## config.mk

```make
export PLATFORM = sky130hd
export DESIGN_NAME = backoff_delay_gen
export DESIGN_NICKNAME = d
export VERILOG_FILES = /design/src/rtl/bdg_pkg.sv /design/src/rtl/bdg_rst_sync.sv /design/src/rtl/bdg_lfsr.sv /design/src/rtl/bdg_window.sv /design/src/rtl/bdg_countdown.sv /design/src/rtl/backoff_delay_gen.sv
export SDC_FILE = /design/constraint.sdc
export NUM_CORES = 1
export LEC_CHECK = 0
export BUFFER_PORTS_ARGS = -buffer_cell sky130_fd_sc_hd__clkbuf_2
export CAP_MARGIN = 10
export CORE_UTILIZATION = 46
export CTS_CLUSTER_SIZE = 20
export DETAILED_ROUTE_END_ITERATION = 12
export MAX_ROUTING_LAYER = met4
export PLACE_DENSITY_LB_ADDON = 0.15
export SLEW_MARGIN = 15
export SYNTH_ARGS = -nofsm -noshare
export SYNTH_HDL_FRONTEND = slang
export SYNTH_HIERARCHICAL = 1
export SYNTH_SLANG_ARGS = --single-unit
```

## constraint.sdc

```tcl
create_clock -name clk -period 1.4 [get_ports clk]
set_clock_uncertainty 0.2 [all_clocks]
set_input_delay 0.14 -clock clk [delete_from_list [all_inputs] [get_ports clk]]
set_output_delay 0.14 -clock clk [all_outputs]
set_load 0.01 [all_outputs]
```

## src/rtl/bdg_pkg.sv

```systemverilog
package bdg_pkg;
  typedef enum logic {
    MODE_STATIC  = 1'b0,
    MODE_DYNAMIC = 1'b1
  } bdg_mode_e;
endpackage

```

## src/rtl/bdg_rst_sync.sv

```systemverilog
module bdg_rst_sync #(
  parameter int STAGES = 2
) (
  input  logic clk,
  input  logic rst_n,
  output logic rst_sync_n
);
  logic [STAGES-1:0] sync_q;

  always_ff @(posedge clk or negedge rst_n) begin
    if (!rst_n) sync_q <= '0;
    else        sync_q <= {sync_q[STAGES-2:0], 1'b1};
  end

  assign rst_sync_n = sync_q[STAGES-1];
endmodule

```

## src/rtl/bdg_lfsr.sv

```systemverilog
module bdg_lfsr #(
  parameter int              WIDTH = 16,
  parameter logic [WIDTH-1:0] TAPS = 16'hB400,
  parameter logic [WIDTH-1:0] SEED = 16'hACE1
) (
  input  logic             clk,
  input  logic             rst_n,
  output logic [WIDTH-1:0] state_o
);
  logic [WIDTH-1:0] state_q, state_d;

  always_comb begin
    state_d = state_q >> 1;
    if (state_q[0]) state_d = state_d ^ TAPS;
  end

  always_ff @(posedge clk or negedge rst_n) begin
    if (!rst_n) state_q <= SEED;
    else        state_q <= state_d;
  end

  assign state_o = state_q;

  AST_LFSR_NONZERO: assert property (@(posedge clk) disable iff (!rst_n)
    state_q != '0);
endmodule

```

## src/rtl/bdg_window.sv

```systemverilog
module bdg_window #(
  parameter int EXP_W   = 3,
  parameter int MAX_EXP = 7
) (
  input  logic             clk,
  input  logic             rst_n,
  input  logic             fail_i,
  input  logic             success_i,
  input  logic [EXP_W-1:0] bound_i,
  output logic [EXP_W-1:0] exp_o
);
  localparam logic [EXP_W-1:0] MAX_E = EXP_W'(MAX_EXP);

  logic [EXP_W-1:0] exp_q, exp_d, limit, exp_eff;
  logic             exp_en;

  always_comb begin
    limit   = (bound_i > MAX_E) ? MAX_E : bound_i;
    exp_eff = (exp_q > limit) ? limit : exp_q;
    exp_en  = success_i | fail_i;
    exp_d   = exp_q;
    if (success_i)             exp_d = '0;
    else if (exp_eff < limit)  exp_d = exp_eff + 1'b1;
    else                       exp_d = limit;
  end

  always_ff @(posedge clk or negedge rst_n) begin
    if (!rst_n)      exp_q <= '0;
    else if (exp_en) exp_q <= exp_d;
  end

  assign exp_o = exp_eff;

  AST_WIN_RESET: assert property (@(posedge clk) disable iff (!rst_n)
    success_i |=> exp_q == '0);
  AST_WIN_GROW: assert property (@(posedge clk) disable iff (!rst_n)
    (fail_i && !success_i && exp_eff < limit) |=> exp_q == $past(exp_eff) + 1'b1);
  AST_WIN_HOLD: assert property (@(posedge clk) disable iff (!rst_n)
    (!fail_i && !success_i) |=> $stable(exp_q));
endmodule

```

## src/rtl/bdg_countdown.sv

```systemverilog
module bdg_countdown #(
  parameter int SLOT_W = 8,
  parameter int LEN_W  = 8
) (
  input  logic              clk,
  input  logic              rst_n,
  input  logic              load_i,
  input  logic [SLOT_W-1:0] slots_i,
  input  logic [LEN_W-1:0]  slot_len_i,
  output logic              go_o,
  output logic              active_o
);
  logic              active_q, active_d;
  logic [SLOT_W-1:0] slots_q, slots_d;
  logic [LEN_W-1:0]  tick_q, tick_d, tick_last;
  logic              go_q, go_d;

  always_comb begin
    tick_last = (slot_len_i == '0) ? '0 : slot_len_i - 1'b1;
    active_d  = active_q;
    slots_d   = slots_q;
    tick_d    = tick_q;
    go_d      = 1'b0;
    if (load_i) begin
      active_d = 1'b1;
      slots_d  = slots_i;
      tick_d   = '0;
    end else if (active_q) begin
      if (slots_q == '0) begin
        active_d = 1'b0;
        go_d     = 1'b1;
      end else if (tick_q >= tick_last) begin
        tick_d  = '0;
        slots_d = slots_q - 1'b1;
      end else begin
        tick_d = tick_q + 1'b1;
      end
    end
  end

  always_ff @(posedge clk or negedge rst_n) begin
    if (!rst_n) begin
      active_q <= 1'b0;
      slots_q  <= '0;
      tick_q   <= '0;
      go_q     <= 1'b0;
    end else begin
      active_q <= active_d;
      slots_q  <= slots_d;
      tick_q   <= tick_d;
      go_q     <= go_d;
    end
  end

  assign go_o     = go_q;
  assign active_o = active_q;

  AST_GO_NOT_ACTIVE: assert property (@(posedge clk) disable iff (!rst_n)
    go_q |-> !active_q);
  AST_GO_SINGLE: assert property (@(posedge clk) disable iff (!rst_n)
    go_q |=> !go_q);
  AST_EXPIRE: assert property (@(posedge clk) disable iff (!rst_n)
    (active_q && slots_q == '0 && !load_i) |=> go_q);
  AST_RESTART: assert property (@(posedge clk) disable iff (!rst_n)
    load_i |=> (active_q && !go_q && slots_q == $past(slots_i)));
endmodule

```

## src/rtl/backoff_delay_gen.sv

```systemverilog
module backoff_delay_gen #(
  parameter int SLOT_W = 8,
  parameter int LEN_W  = 8,
  parameter int EXP_W  = 3,
  parameter int LFSR_W = 16
) (
  input  logic              clk,
  input  logic              rst_n,
  input  logic              release_i,
  input  logic              fail_i,
  input  logic              success_i,
  input  logic              mode_i,
  input  logic [SLOT_W-1:0] slot_idx_i,
  input  logic [SLOT_W-1:0] num_slots_i,
  input  logic [LEN_W-1:0]  slot_len_i,
  input  logic [EXP_W-1:0]  bound_exp_i,
  output logic              go_o
);
  import bdg_pkg::*;

  localparam int MAX_EXP = SLOT_W - 1;

  logic              rst_s_n;
  logic [LFSR_W-1:0] lfsr;
  logic [EXP_W-1:0]  exp_cur;
  logic [SLOT_W-1:0] n_eff, static_slots, dyn_mask, dyn_slots, load_slots;
  logic              active;
  bdg_mode_e         mode;

  bdg_rst_sync #(.STAGES(2)) u_rst (
    .clk(clk), .rst_n(rst_n), .rst_sync_n(rst_s_n)
  );

  bdg_lfsr #(.WIDTH(LFSR_W)) u_lfsr (
    .clk(clk), .rst_n(rst_s_n), .state_o(lfsr)
  );

  bdg_window #(.EXP_W(EXP_W), .MAX_EXP(MAX_EXP)) u_win (
    .clk(clk), .rst_n(rst_s_n), .fail_i(fail_i), .success_i(success_i),
    .bound_i(bound_exp_i), .exp_o(exp_cur)
  );

  always_comb begin
    mode         = bdg_mode_e'(mode_i);
    n_eff        = (num_slots_i == '0) ? SLOT_W'(1) : num_slots_i;
    static_slots = (slot_idx_i >= n_eff) ? n_eff - 1'b1 : slot_idx_i;
    dyn_mask     = ~({SLOT_W{1'b1}} << exp_cur);
    dyn_slots    = lfsr[SLOT_W-1:0] & dyn_mask;
    load_slots   = (mode == MODE_DYNAMIC) ? dyn_slots : static_slots;
  end

  bdg_countdown #(.SLOT_W(SLOT_W), .LEN_W(LEN_W)) u_cnt (
    .clk(clk), .rst_n(rst_s_n), .load_i(release_i), .slots_i(load_slots),
    .slot_len_i(slot_len_i), .go_o(go_o), .active_o(active)
  );

  AST_DYN_BELOW_WIN: assert property (@(posedge clk) disable iff (!rst_s_n)
    (release_i && mode_i) |-> (32'(load_slots) < (32'd1 << exp_cur)));
  AST_STATIC_IN_RANGE: assert property (@(posedge clk) disable iff (!rst_s_n)
    (release_i && !mode_i) |-> (load_slots < n_eff));
  AST_WIN_CAP: assert property (@(posedge clk) disable iff (!rst_s_n)
    exp_cur <= bound_exp_i);
  AST_GO_NEEDS_COUNT: assert property (@(posedge clk) disable iff (!rst_s_n)
    go_o |-> !active);
endmodule

```

Word level (Yosys, flattened, before mapping):

Index checks and enable logic that the tools add are counted.

* output and inout port bits: 1
* bits in registers: 39
* input port bits: 33
* logic and storage cells: 53

* $add $sub $neg: 5
* multiplexer cells: 23
* equality and inequality tests: 1
* reduce and logical (&&, ||, !) cells: 7
* bitwise logic cells: 4
* shift-type cells: 1
* order comparisons: 5

Operators with widths (number)
* two-way mux 8 bit: 12
* zero test 8 bit: 3
* subtractor 8 x 1 -> 8 bit, second input constant: 3
* >= comparator 8 bit: 2
* two-way mux 16 bit: 1
* two-way mux 3 bit: 4
* adder 8 x 1 -> 8 bit, second input constant: 1
* AND 8 bit: 1
* NOT 8 bit: 1
* << shifter 8 x 3 -> 8 bit, first input constant: 1
* two-way mux 1 bit: 6
* NOT 3 -> 4 bit: 1
* nonzero test 2 bit: 2
* adder 3 x 1 -> 3 bit, second input constant: 1
* greater-than comparator 3 bit: 1
* greater-than comparator 3 bit, second input constant: 1
* < comparator 3 bit: 1
* AND reduction 3 bit: 1
* inequality test 2 bit, second input constant: 1
* AND reduction 2 bit: 1
* bitwise OR 1 bit: 1

Depth between registers and ports, before layout:

Gate-level depths: netlist (run 1).

* word-level depth: 9
* depth in mapped cells: 13
* mapped depth without buffers: 13

Hierarchy:

The synthesis (run 1) kept the hierarchy.

By module, submodules not included
* bdg_countdown: cells each 154, area an instance 1342.5 µm², seq. area each 450.4 µm², instances 1
* bdg_lfsr: cells each 32, area an instance 534.3 µm², seq. area each 410.4 µm², instances 1
* backoff_delay_gen: cells each 71, area an instance 528.0 µm², seq. area each 0.0 µm², instances 1
* bdg_window: cells each 45, area an instance 379.1 µm², seq. area each 75.1 µm², instances 1
* bdg_rst_sync: cells each 3, area an instance 53.8 µm², seq. area each 50.0 µm², instances 1

Least setup slack after synthesis (run 1):

No wires, ideal clock.

* path type: register -> register
* start: register u_win.exp_q[0]
* end: register u_win.exp_q[1]
* stages on the path, launching flop included: 10
* path buffers: 0
* data arrival time: 2666 ps
* data required time: 1099 ps
* path slack: -1567 ps
* period minus slack after synthesis: 2967 ps
* setup time: 101 ps
* cells stage by stage: dfrtp_1 > inv_1 > ha_1 > a31o_1 > or2_2 > o21ai_0 > ha_1 > a21boi_1 > nor4b_1 > nor4_1

* longest elaborated chain between the ends: 5
* elaborated cells on any way between the ends: 6
* those cells by class: 1 x add/sub; 2 x order compare; 3 x mux

RTL lines
* start: declaration: line bdg_window.sv:14 `logic [EXP_W-1:0] exp_q, exp_d, limit, exp_eff;`
* start signal: assignment: line bdg_window.sv:29 `else if (exp_en) exp_q <= exp_d;`
* greater-than comparator 3 bit *: line bdg_window.sv:19 `exp_eff = (exp_q > limit) ? limit : exp_q;`
* two-way mux 3 bit *: line bdg_window.sv:19
* net exp_cur[1]: line backoff_delay_gen.sv:25 `logic [EXP_W-1:0] exp_cur;`
* adder 3 x 1 -> 3 bit or < comparator 3 bit (tied branches): line bdg_window.sv:23 `else if (exp_eff < limit) exp_d = exp_eff + 1'b1;`
* two-way mux 3 bit *: line bdg_window.sv:23
* two-way mux 3 bit *: line bdg_window.sv:22 `if (success_i) exp_d = '0;`

Mark *: on every way through the listed nets, which the timed path passes. The rest lies on a longest branch.
A chain may end at the register's enable or synchronous reset.

Worst setup path in the final report (run 1):

Ends and elaborated chain as after synthesis.

==> impl_metrics.env, run 1 <==
export IMPL_status="finished with violations"
export IMPL_violations="setup timing"
export IMPL_area_growth_pct=57.71
export IMPL_first_global_vias=2795
export IMPL_setup_viol=20
export IMPL_max_freq_ghz=0.3868
export IMPL_final_nets=492
export IMPL_min_period_ps=2585
export IMPL_hold_viol=0
export IMPL_antenna_diode_count=0
export IMPL_cp_start_kind="register"
export IMPL_dieArea_sq_um=6386
export IMPL_worstPathMaxFanout=7
export IMPL_dieHeight_um=79.92
export IMPL_hpwl_mm=5.565
export IMPL_fp_row_count=28
export IMPL_cts_root_buf="clkbuf_8"
export IMPL_wire_per_inst_um=14.90
export IMPL_finalCritPeriodShare_pct=184.7
export IMPL_ir_worst_vdd_uv=813.7
export IMPL_syn_nets=357
export IMPL_initial_utilization_pct=47.45
export IMPL_yosysWarnings=6
export IMPL_setup_tns_ps=-18820
export IMPL_wirelength_mm=7.601
export IMPL_netlist_area_sq_um=2793
export IMPL_postRouteAntennaNets=0
export IMPL_num_vias=2794
export IMPL_rsz0062_at_grt="true"
export IMPL_ff2ff_setup_slack_ps=-1190
export IMPL_drv_slew=0
export IMPL_first_pass_iters=4
export IMPL_reg2reg_to="u_win/exp_q[1]"
export IMPL_antenna_found_initial=0
export IMPL_cts_tree="yes"
export IMPL_htreeDepth=2
export IMPL_clk_pin_slew_ps=80
export IMPL_netlist_instances=299
export IMPL_place_inst=482
export IMPL_hp_class="register to asynchronous set/reset pin"
export IMPL_cp_data_arrival_time_ps=2590
export IMPL_cts_num_sinks=39
export IMPL_criticalPathCategory="register to register"
export IMPL_crit_reg2reg_launch="u_win/exp_q[0]"
export IMPL_cp_slowest_stage_delay_ps=400
export IMPL_io_buffers=33
export IMPL_io_pins=34
export IMPL_drc=0
export IMPL_grt_max_degree=20
export IMPL_drive_gt1_share_pct=50.11
export IMPL_maxCapViolCount=0
export IMPL_clk_latency_ps=300
export IMPL_hold_slack_ps=17.10
export IMPL_total_power_uw=4370
export IMPL_syn_avg_cell_area_sq_um=9.340
export IMPL_via_per_inst=5.478
export IMPL_fin_cells=510
export IMPL_grtUsageTotal_pct=25.47
export IMPL_overflow=0
export IMPL_coreArea_sq_um=5886
export IMPL_fin_ws_ps=-1185
export IMPL_cts_buffer_depth=2
export IMPL_end_kind="register"
export IMPL_worstPathCellList="inv_2 -> ha_4 -> a31o_1 -> or2_4 -> nand2_2 -> o21ai_4 -> ha_2 -> a21oi_2 -> a21boi_4 -> nor4b_2 -> nor4_1"
export IMPL_nFillCells=438
export IMPL_powerDensity_nw_per_um2=992.2
export IMPL_cellLeakagePower_uw=0.002143
export IMPL_cts_buffers=5
export IMPL_gp_congestion=0.8305
export IMPL_required_ps=1400
export IMPL_die_w_um=79.92
export IMPL_grt_first_pass_wirelength_mm=12.31
export IMPL_drtIter0Drc=138
export IMPL_worstRegToRegCells=11
export IMPL_cpMaxStageDelayCell="dfrtp_1"
## area by class of cell
class	count	area [sq um]	share of cell area [%]
flip-flops and latches	39	985.9	22.39
clock inverters	3	47.55	1.080
clock buffers	5	68.82	1.563
repair buffers	142	1099	24.94
inverters	23	113.9	2.585
multi-input cells	223	1996	45.31
well taps	75	93.84	2.131
## metrics by stage
| stage | setup WS, ps | util [%] | instance area, sq um |
|---|---|---|---|
| after floorplan | -1126 | - | 2997 |
| after global placement | -1312 | 65.20 | 3837 |
| after detailed placement | -1406 | 65.20 | 3837 |
| after CTS | -1142 | 72.09 | 4243 |
| after global routing | -1270 | 74.83 | 4404 |
| final | -1185 | 74.83 | 4404 |
## placed cells by master (no fill, tap or decap), types with 3 or more instances in the layout
cell type and n:
o21ai_1 7, buf_4 94, clkbuf_2 30, nand3b_1 6
nor2b_1 7, xnor2_1 3, dfrtp_1 31, o21ai_0 4
inv_2 3, nor3_1 7, nand2b_1 6, a21o_1 3
clkbuf_8 5, a21oi_1 7, ha_1 17, ha_4 6
o21ai_2 7, nor2_1 18, o22a_1 3, a21oi_2 4
nand3_1 10, and3_1 4, nand2_1 13, xor2_1 6
dlygate4sd3_1 4, dfstp_2 8, buf_6 10, nand4_1 3
mux2i_1 10, o211ai_1 3, o31ai_1 3, inv_1 17
a22o_1 5
## worst max-delay path: cells and delay by family (launching register included)
family	cells	cell delay [ps]
compound gates	4	740
simple gates	4	700
flops	1	400
fa+ha+maj	2	370
buf+inv	1	80
## metal layers
metal / share of wire (%) / wire, um / vias to the layer above / GRT usage, %
met2: 53 / 4034 / 50 / 46.58
met5: 0 / 0 / - / -
met1: 43 / 3304 / 1365 / 29.63
li1: - / - / 1368 / -
met3: 2.7 / 206 / 11 / 3.314
met4: 0.72 / 55 / 0 / 5.536
## flip-flops by register name (all words and copies together), names as in the netlist
name / cells
u_rst/sync_q: 2
u_win/exp_q: 3
u_cnt/tick_q: 8
u_cnt/slots_q: 8
u_lfsr/state_o: 16
u_cnt/go_o: 1
u_cnt/active_o: 1
## what timing repair did
item	CTS	global route
hold buffers	4	0
endpoints found under the hold margin	4	0
resized for setup	37	24
buffers inserted	9	7
cloned	1	0
endpoints found under the setup margin	20	21
pin swaps	33	25
## worst max path at each step
stage / from / endpoint / slack [ps] / cells after the start
floorplan: slot_len_i[1] / u_cnt/slots_q[4] / -1130 / 12
global placement: slot_len_i[1] / u_cnt/tick_q[6] / -1310 / 14
detailed placement: slot_len_i[1] / u_cnt/slots_q[2] / -1410 / 14
CTS: u_win/exp_q[0] / u_win/exp_q[1] / -1140 / 11
global route: u_win/exp_q[0] / u_win/exp_q[1] / -1270 / 11
finish: u_win/exp_q[0] / u_win/exp_q[1] / -1190 / 11
## power by group
| group | switching, uW | internal (uW) | leakage [uW] | total, uW |
|---|---|---|---|---|
| sequential | 86.2 | 1240 | 0.000490 | 1330 |
| combinational | 958 | 1100 | 0.00159 | 2060 |
| clock | 437 | 540 | 0.0000587 | 977 |
| total | 1480 | 2890 | 0.00214 | 4370 |
Note: power is estimated with default switching activity, not from simulation.
==> run 2: changes to the inputs <==
--- a/config.mk
+++ b/config.mk
@@ -7,7 +7,7 @@
 export LEC_CHECK = 0
 export BUFFER_PORTS_ARGS = -buffer_cell sky130_fd_sc_hd__clkbuf_2
 export CAP_MARGIN = 10
-export CORE_UTILIZATION = 46
+export CORE_UTILIZATION = 34
 export CTS_CLUSTER_SIZE = 20
 export DETAILED_ROUTE_END_ITERATION = 12
 export MAX_ROUTING_LAYER = met4
==> impl_metrics.env, run 2 (synthesis results as in run 1) <==
export IMPL_wirelength_mm=7.187
export IMPL_overflow=0
export IMPL_grt_first_pass_wirelength_mm=11.88
export IMPL_io_buffers=33
export IMPL_violations="hold timing, setup timing"
export IMPL_antenna_found_initial=0
export IMPL_die_w_um=92.63
export IMPL_required_ps=1370
export IMPL_via_per_inst=4.992
export IMPL_nFillCells=741
export IMPL_area_growth_pct=53.23
export IMPL_antenna_diode_count=0
export IMPL_wire_per_inst_um=13.53
export IMPL_cp_num_cells=11
export IMPL_multiInputGateArea_sq_um=1937
export IMPL_min_period_ps=2534
export IMPL_fin_ws_ps=-1134
export IMPL_layout_commonest_cell="buf_4"
export IMPL_htreeDepth=2
export IMPL_first_pass_iters=4
export IMPL_max_freq_ghz=0.3947
export IMPL_status="finished with violations"
export IMPL_cts_num_sinks=39
export IMPL_largest_reg_flops=16
export IMPL_grtUsageTotal_pct=17.88
export IMPL_worstRegToRegCells=11
export IMPL_coreArea_sq_um=7848
export IMPL_critical_path_buf_inv_count=1
export IMPL_ir_worst_vdd_uv=616.0
export IMPL_initial_utilization_pct=35.59
export IMPL_cellLeakagePower_uw=0.002088
export IMPL_cpMaxStageDelayCell="dfrtp_1"
export IMPL_drv_slew=0
export IMPL_hold_viol=11
export IMPL_powerDensity_nw_per_um2=986.8
export IMPL_drive_gt1_share_pct=48.02
export IMPL_drc=0
export IMPL_setup_viol=20
export IMPL_num_vias=2651
export IMPL_cts_root_buf="clkbuf_8"
export IMPL_clk_latency_ps=300
export IMPL_end_kind="register"
export IMPL_final_nets=486
export IMPL_cp_data_arrival_time_ps=2510
export IMPL_cp_start_kind="register"
export IMPL_grt_max_degree=27
export IMPL_hpwl_mm=5.445
export IMPL_criticalPathCategory="register to register"
export IMPL_crit_family="compound AO/OA/AOI/OAI gates"
export IMPL_worstPathCellList="ha_4 -> a31o_1 -> or2_4 -> nand2_2 -> o21ai_4 -> ha_2 -> a21oi_2 -> a21boi_4 -> buf_4 -> nor3_1 -> nand3b_1"
export IMPL_final_cell_mix="buf_4 (92), clkbuf_2 (31), dfrtp_1 (31)"
export IMPL_dieArea_sq_um=8580
export IMPL_worstPathMaxFanout=5
export IMPL_cts_buffers=5
export IMPL_maxCapViolCount=0
export IMPL_rsz0062_at_grt="true"
export IMPL_hold_slack_ps=-4.348
export IMPL_postRouteAntennaNets=0
export IMPL_dieHeight_um=92.63
export IMPL_ff_latch_area_sq_um=985.9
export IMPL_cts_tree="yes"
export IMPL_first_global_vias=2622
export IMPL_dp_worst_setup_slack_ps=-1361
export IMPL_cts_buffer_depth=2
export IMPL_finalCritPeriodShare_pct=181.0
export IMPL_drtIter0Drc=117
export IMPL_fp_row_count=32
export IMPL_hp_class="register to asynchronous set/reset pin"
export IMPL_clk_pin_slew_ps=80
export IMPL_gp_congestion=0.7857
export IMPL_io_pins=34
export IMPL_cp_slowest_stage_delay_ps=420
-- run 2: cell type report --
| cell class | count | share of cell area, % |
|---|---|---|
| clock buffers | 5 | 1.608 |
| well taps | 102 | 2.982 |
| flip-flops and latches | 39 | 23.04 |
| clock inverters | 3 | 1.111 |
| multi-input cells | 223 | 45.26 |
| repair buffers | 136 | 23.51 |
| inverters | 23 | 2.485 |
-- run 2: report_power, final --
group | switching [uW] | total, uW | internal (uW)
Combinational | 875 | 1910 | 1040
Sequential | 92.7 | 1340 | 1240
Clock | 433 | 973 | 540
-- run 2: worst paths after layout --
check,start,to,slack [ps]
worst max-delay path,u_win/exp_q[1],u_win/exp_q[2],-1130
worst min-delay path,u_rst/sync_q[1],u_cnt/tick_q[0],-4
worst max register to register,u_win/exp_q[1],u_win/exp_q[2],-1130
worst min register to register,u_rst/sync_q[1],u_cnt/tick_q[0],-4
max in group asynchronous,rst_n,u_rst/sync_q[1],410
min in group clk,fail_i,u_win/exp_q[2],30
-- run 2: worst reg2reg max path, cell delays in order, from the launching register on --
cell,delay (ps)
dfrtp_1,420
ha_4,240
a31o_1,210
or2_4,270
nand2_2,80
o21ai_4,70
ha_2,180
a21oi_2,150
a21boi_4,260
buf_4,150
nor3_1,40
nand3b_1,150
-- run 2: per-stage QoR --
step / util (%) / cell area (sq um) / power (uW) / instances / TNS (ps)
finish: 54.53 / 4279 / 4223 / 531 / -19360
global route: 54.53 / 4279 / 4517 / 531 / -21530
global placement: 49.17 / 3859 / 2964 / 509 / -23960
detailed placement: 49.17 / 3859 / 2986 / 509 / -24290
floorplan: - / 2997 / 2257 / 299 / -18900
CTS: 53.20 / 4175 / 4135 / 527 / -19060
-- run 2: routing by layer --
| metal | wire [um] | global-route usage [%] |
|---|---|---|
| met1 | 3496 | 24.65 |
| met3 | 151 | 3.366 |
| met4 | 16 | 3.205 |
| met5 | 0 | - |
| met2 | 3522 | 27.72 |
-- run 2: repair_timing --
item	CTS	global route
pin swaps	19	16
resized for setup	26	16
gates cloned	0	1
hold buffers	3	0
endpoints found under the hold margin	4	0
setup endpoints to repair	21	21
buffers inserted	7	3
==> run 3: changes to the inputs <==
--- a/config.mk
+++ b/config.mk
@@ -12,7 +12,7 @@
 export DETAILED_ROUTE_END_ITERATION = 12
 export MAX_ROUTING_LAYER = met4
 export PLACE_DENSITY_LB_ADDON = 0.15
-export SLEW_MARGIN = 15
+export SLEW_MARGIN = 10
 export SYNTH_ARGS = -nofsm -noshare
 export SYNTH_HDL_FRONTEND = slang
 export SYNTH_HIERARCHICAL = 1
==> constraint.sdc (replaced) <==
create_clock -name clk -period 2.1 [get_ports clk]
set_clock_uncertainty 0.2 [all_clocks]
set_input_delay 0.21 -clock clk [delete_from_list [all_inputs] [get_ports clk]]
set_output_delay 0.21 -clock clk [all_outputs]
set_load 0.01 [all_outputs]
==> impl_metrics.env, run 3 (synthesis results as in run 1) <==
export IMPL_status="finished with violations"
export IMPL_grt_max_degree=27
export IMPL_setup_tns_ps=-6029
export IMPL_cp_start_kind="register"
export IMPL_initial_utilization_pct=35.59
export IMPL_drc=0
export IMPL_num_vias=2595
export IMPL_largest_reg_flops=16
export IMPL_cellLeakagePower_uw=0.001981
export IMPL_fin_ws_ps=-433.2
export IMPL_criticalPathCategory="register to register"
export IMPL_hpwl_mm=5.295
export IMPL_cts_buffers=5
export IMPL_gp_congestion=0.7835
export IMPL_clk_pin_slew_ps=80
export IMPL_first_global_vias=2386
export IMPL_worst_slew_pin_slew_ps=580.9
export IMPL_grt_first_pass_wirelength_mm=11.27
export IMPL_setup_viol=19
export IMPL_wire_per_inst_um=13.27
export IMPL_cp_data_arrival_time_ps=2500
export IMPL_end_kind="register"
export IMPL_nFillCells=760
export IMPL_wirelength_mm=6.768
export IMPL_clk_latency_ps=290
export IMPL_overflow=0
export IMPL_cts_tree="yes"
export IMPL_drtIter0Drc=68
export IMPL_io_buffers=33
export IMPL_hold_viol=0
export IMPL_cts_root_buf="clkbuf_8"
export IMPL_drive_gt1_share_pct=45.34
export IMPL_cts_buffer_depth=2
export IMPL_final_cell_mix="buf_4 (72), dfrtp_1 (31), clkbuf_2 (29)"
export IMPL_p_int_uw=1742
export IMPL_ir_worst_vdd_uv=394.8
export IMPL_switchingPower_uw=858.4
export IMPL_worstPathMaxFanout=5
export IMPL_antenna_diode_count=0
export IMPL_max_freq_ghz=0.3948
export IMPL_dp_worst_setup_slack_ps=-752.8
export IMPL_switching_share_pct=33.01
export IMPL_layout_commonest_cell="buf_4"
export IMPL_die_w_um=92.63
export IMPL_clockPowerShare_pct=24.3
export IMPL_hold_slack_ps=22.00
export IMPL_pwr_share_comb_pct=40.6
export IMPL_cts_num_sinks=39
export IMPL_grtUsageTotal_pct=17.17
export IMPL_first_pass_iters=4
export IMPL_io_pins=34
export IMPL_fin_cells=510
export IMPL_dieArea_sq_um=8580
export IMPL_p_seq_share_pct=35.1
export IMPL_maxCapViolCount=0
export IMPL_required_ps=2070
export IMPL_total_power_uw=2601
export IMPL_postRouteAntennaNets=0
export IMPL_area_growth_pct=47.22
export IMPL_antenna_found_initial=0
export IMPL_violations="setup timing"
export IMPL_fp_row_count=32
export IMPL_htreeDepth=2
export IMPL_min_period_ps=2533
export IMPL_dieHeight_um=92.63
export IMPL_rsz0062_at_grt="true"
export IMPL_powerDensity_nw_per_um2=632.5
export IMPL_final_nets=465
export IMPL_place_inst=493
export IMPL_finalCritPeriodShare_pct=120.6
export IMPL_drv_slew=0
export IMPL_slew_headroom_pct=61.27
export IMPL_hp_class="input port to asynchronous set/reset pin"
export IMPL_coreArea_sq_um=7848
export IMPL_via_per_inst=5.088
==> run 3: routing by layer <==
| layer | GRT usage [%] | routed length, um | vias up |
|---|---|---|---|
| met4 | 4.231 | 49 | 0 |
| met2 | 26.36 | 3242 | 32 |
| met3 | 2.709 | 196 | 5 |
| met1 | 23.73 | 3280 | 1248 |
| met5 | - | 0 | - |
| li1 | - | - | 1310 |
==> run 3: cell type report <==
cell class                      instances  area [sq um]  share of cell area [%]
Multi-Input combinational cell        223          1907                   46.38
Sequential cell                        39         985.9                   23.98
Timing Repair Buffer                  115         869.6                   21.15
Tap cell                              102         127.6                   3.104
Inverter                               23         106.4                   2.587
Clock buffer                            5         68.82                   1.674
Clock inverter                          3         46.29                   1.126
==> run 3: power groups by stage <==
stage	Sequential (uW)	Combinational, uW	Clock (uW)
after floorplan	912	577	0
after CTS	911	1020	661
final	912	1060	633
after detailed placement	927	941	0
after global placement	926	934	0
after global routing	925	1170	694
==> run 3: final timing paths <==
| kind | startpoint | end | slack, ps | cells past startpoint |
|---|---|---|---|---|
| hold reg to reg | u_rst/sync_q[1] | u_cnt/tick_q[1] | 40 | 0 |
| setup / recovery | u_win/exp_q[1] | u_win/exp_q[2] | -430 | 11 |
| setup reg to reg | u_win/exp_q[1] | u_win/exp_q[2] | -430 | 11 |
| hold / removal | rst_n | u_rst/sync_q[0] | 20 | 2 |
| min in group clk | fail_i | u_win/exp_q[1] | 100 | 3 |
| max in group asynchronous | u_rst/sync_q[1] | u_lfsr/state_o[6] | 1050 | 1 |
==> run 3: per-stage QoR <==
step	area, sq um	util [%]
6_report	4111	52.39
5_1_grt	4111	52.39
4_1_cts	4029	51.34
3_5_place_dp	3741	47.67
3_3_place_gp	3741	47.67
2_1_floorplan	2983	-
==> run 3: critical path: stages, from the launching register on <==
cell and delay (ps):
dfrtp_1 420, ha_4 230, a31o_1 220, or2_4 270, nand2_4 70, o21ai_4 50, ha_2 160, a21oi_2 150
a21boi_4 280, buf_4 160, nor3_1 30, nand3b_1 150
==> run 3: what timing repair did <==
| item | in CTS | in global routing |
|---|---|---|
| setup buffers | 3 | 4 |
| gates resized for setup | 30 | 16 |
| endpoints found under the hold margin | 4 | 0 |
| setup endpoints to repair | 19 | 19 |
| hold buffers | 2 | 0 |
| pin swaps | 20 | 22 |
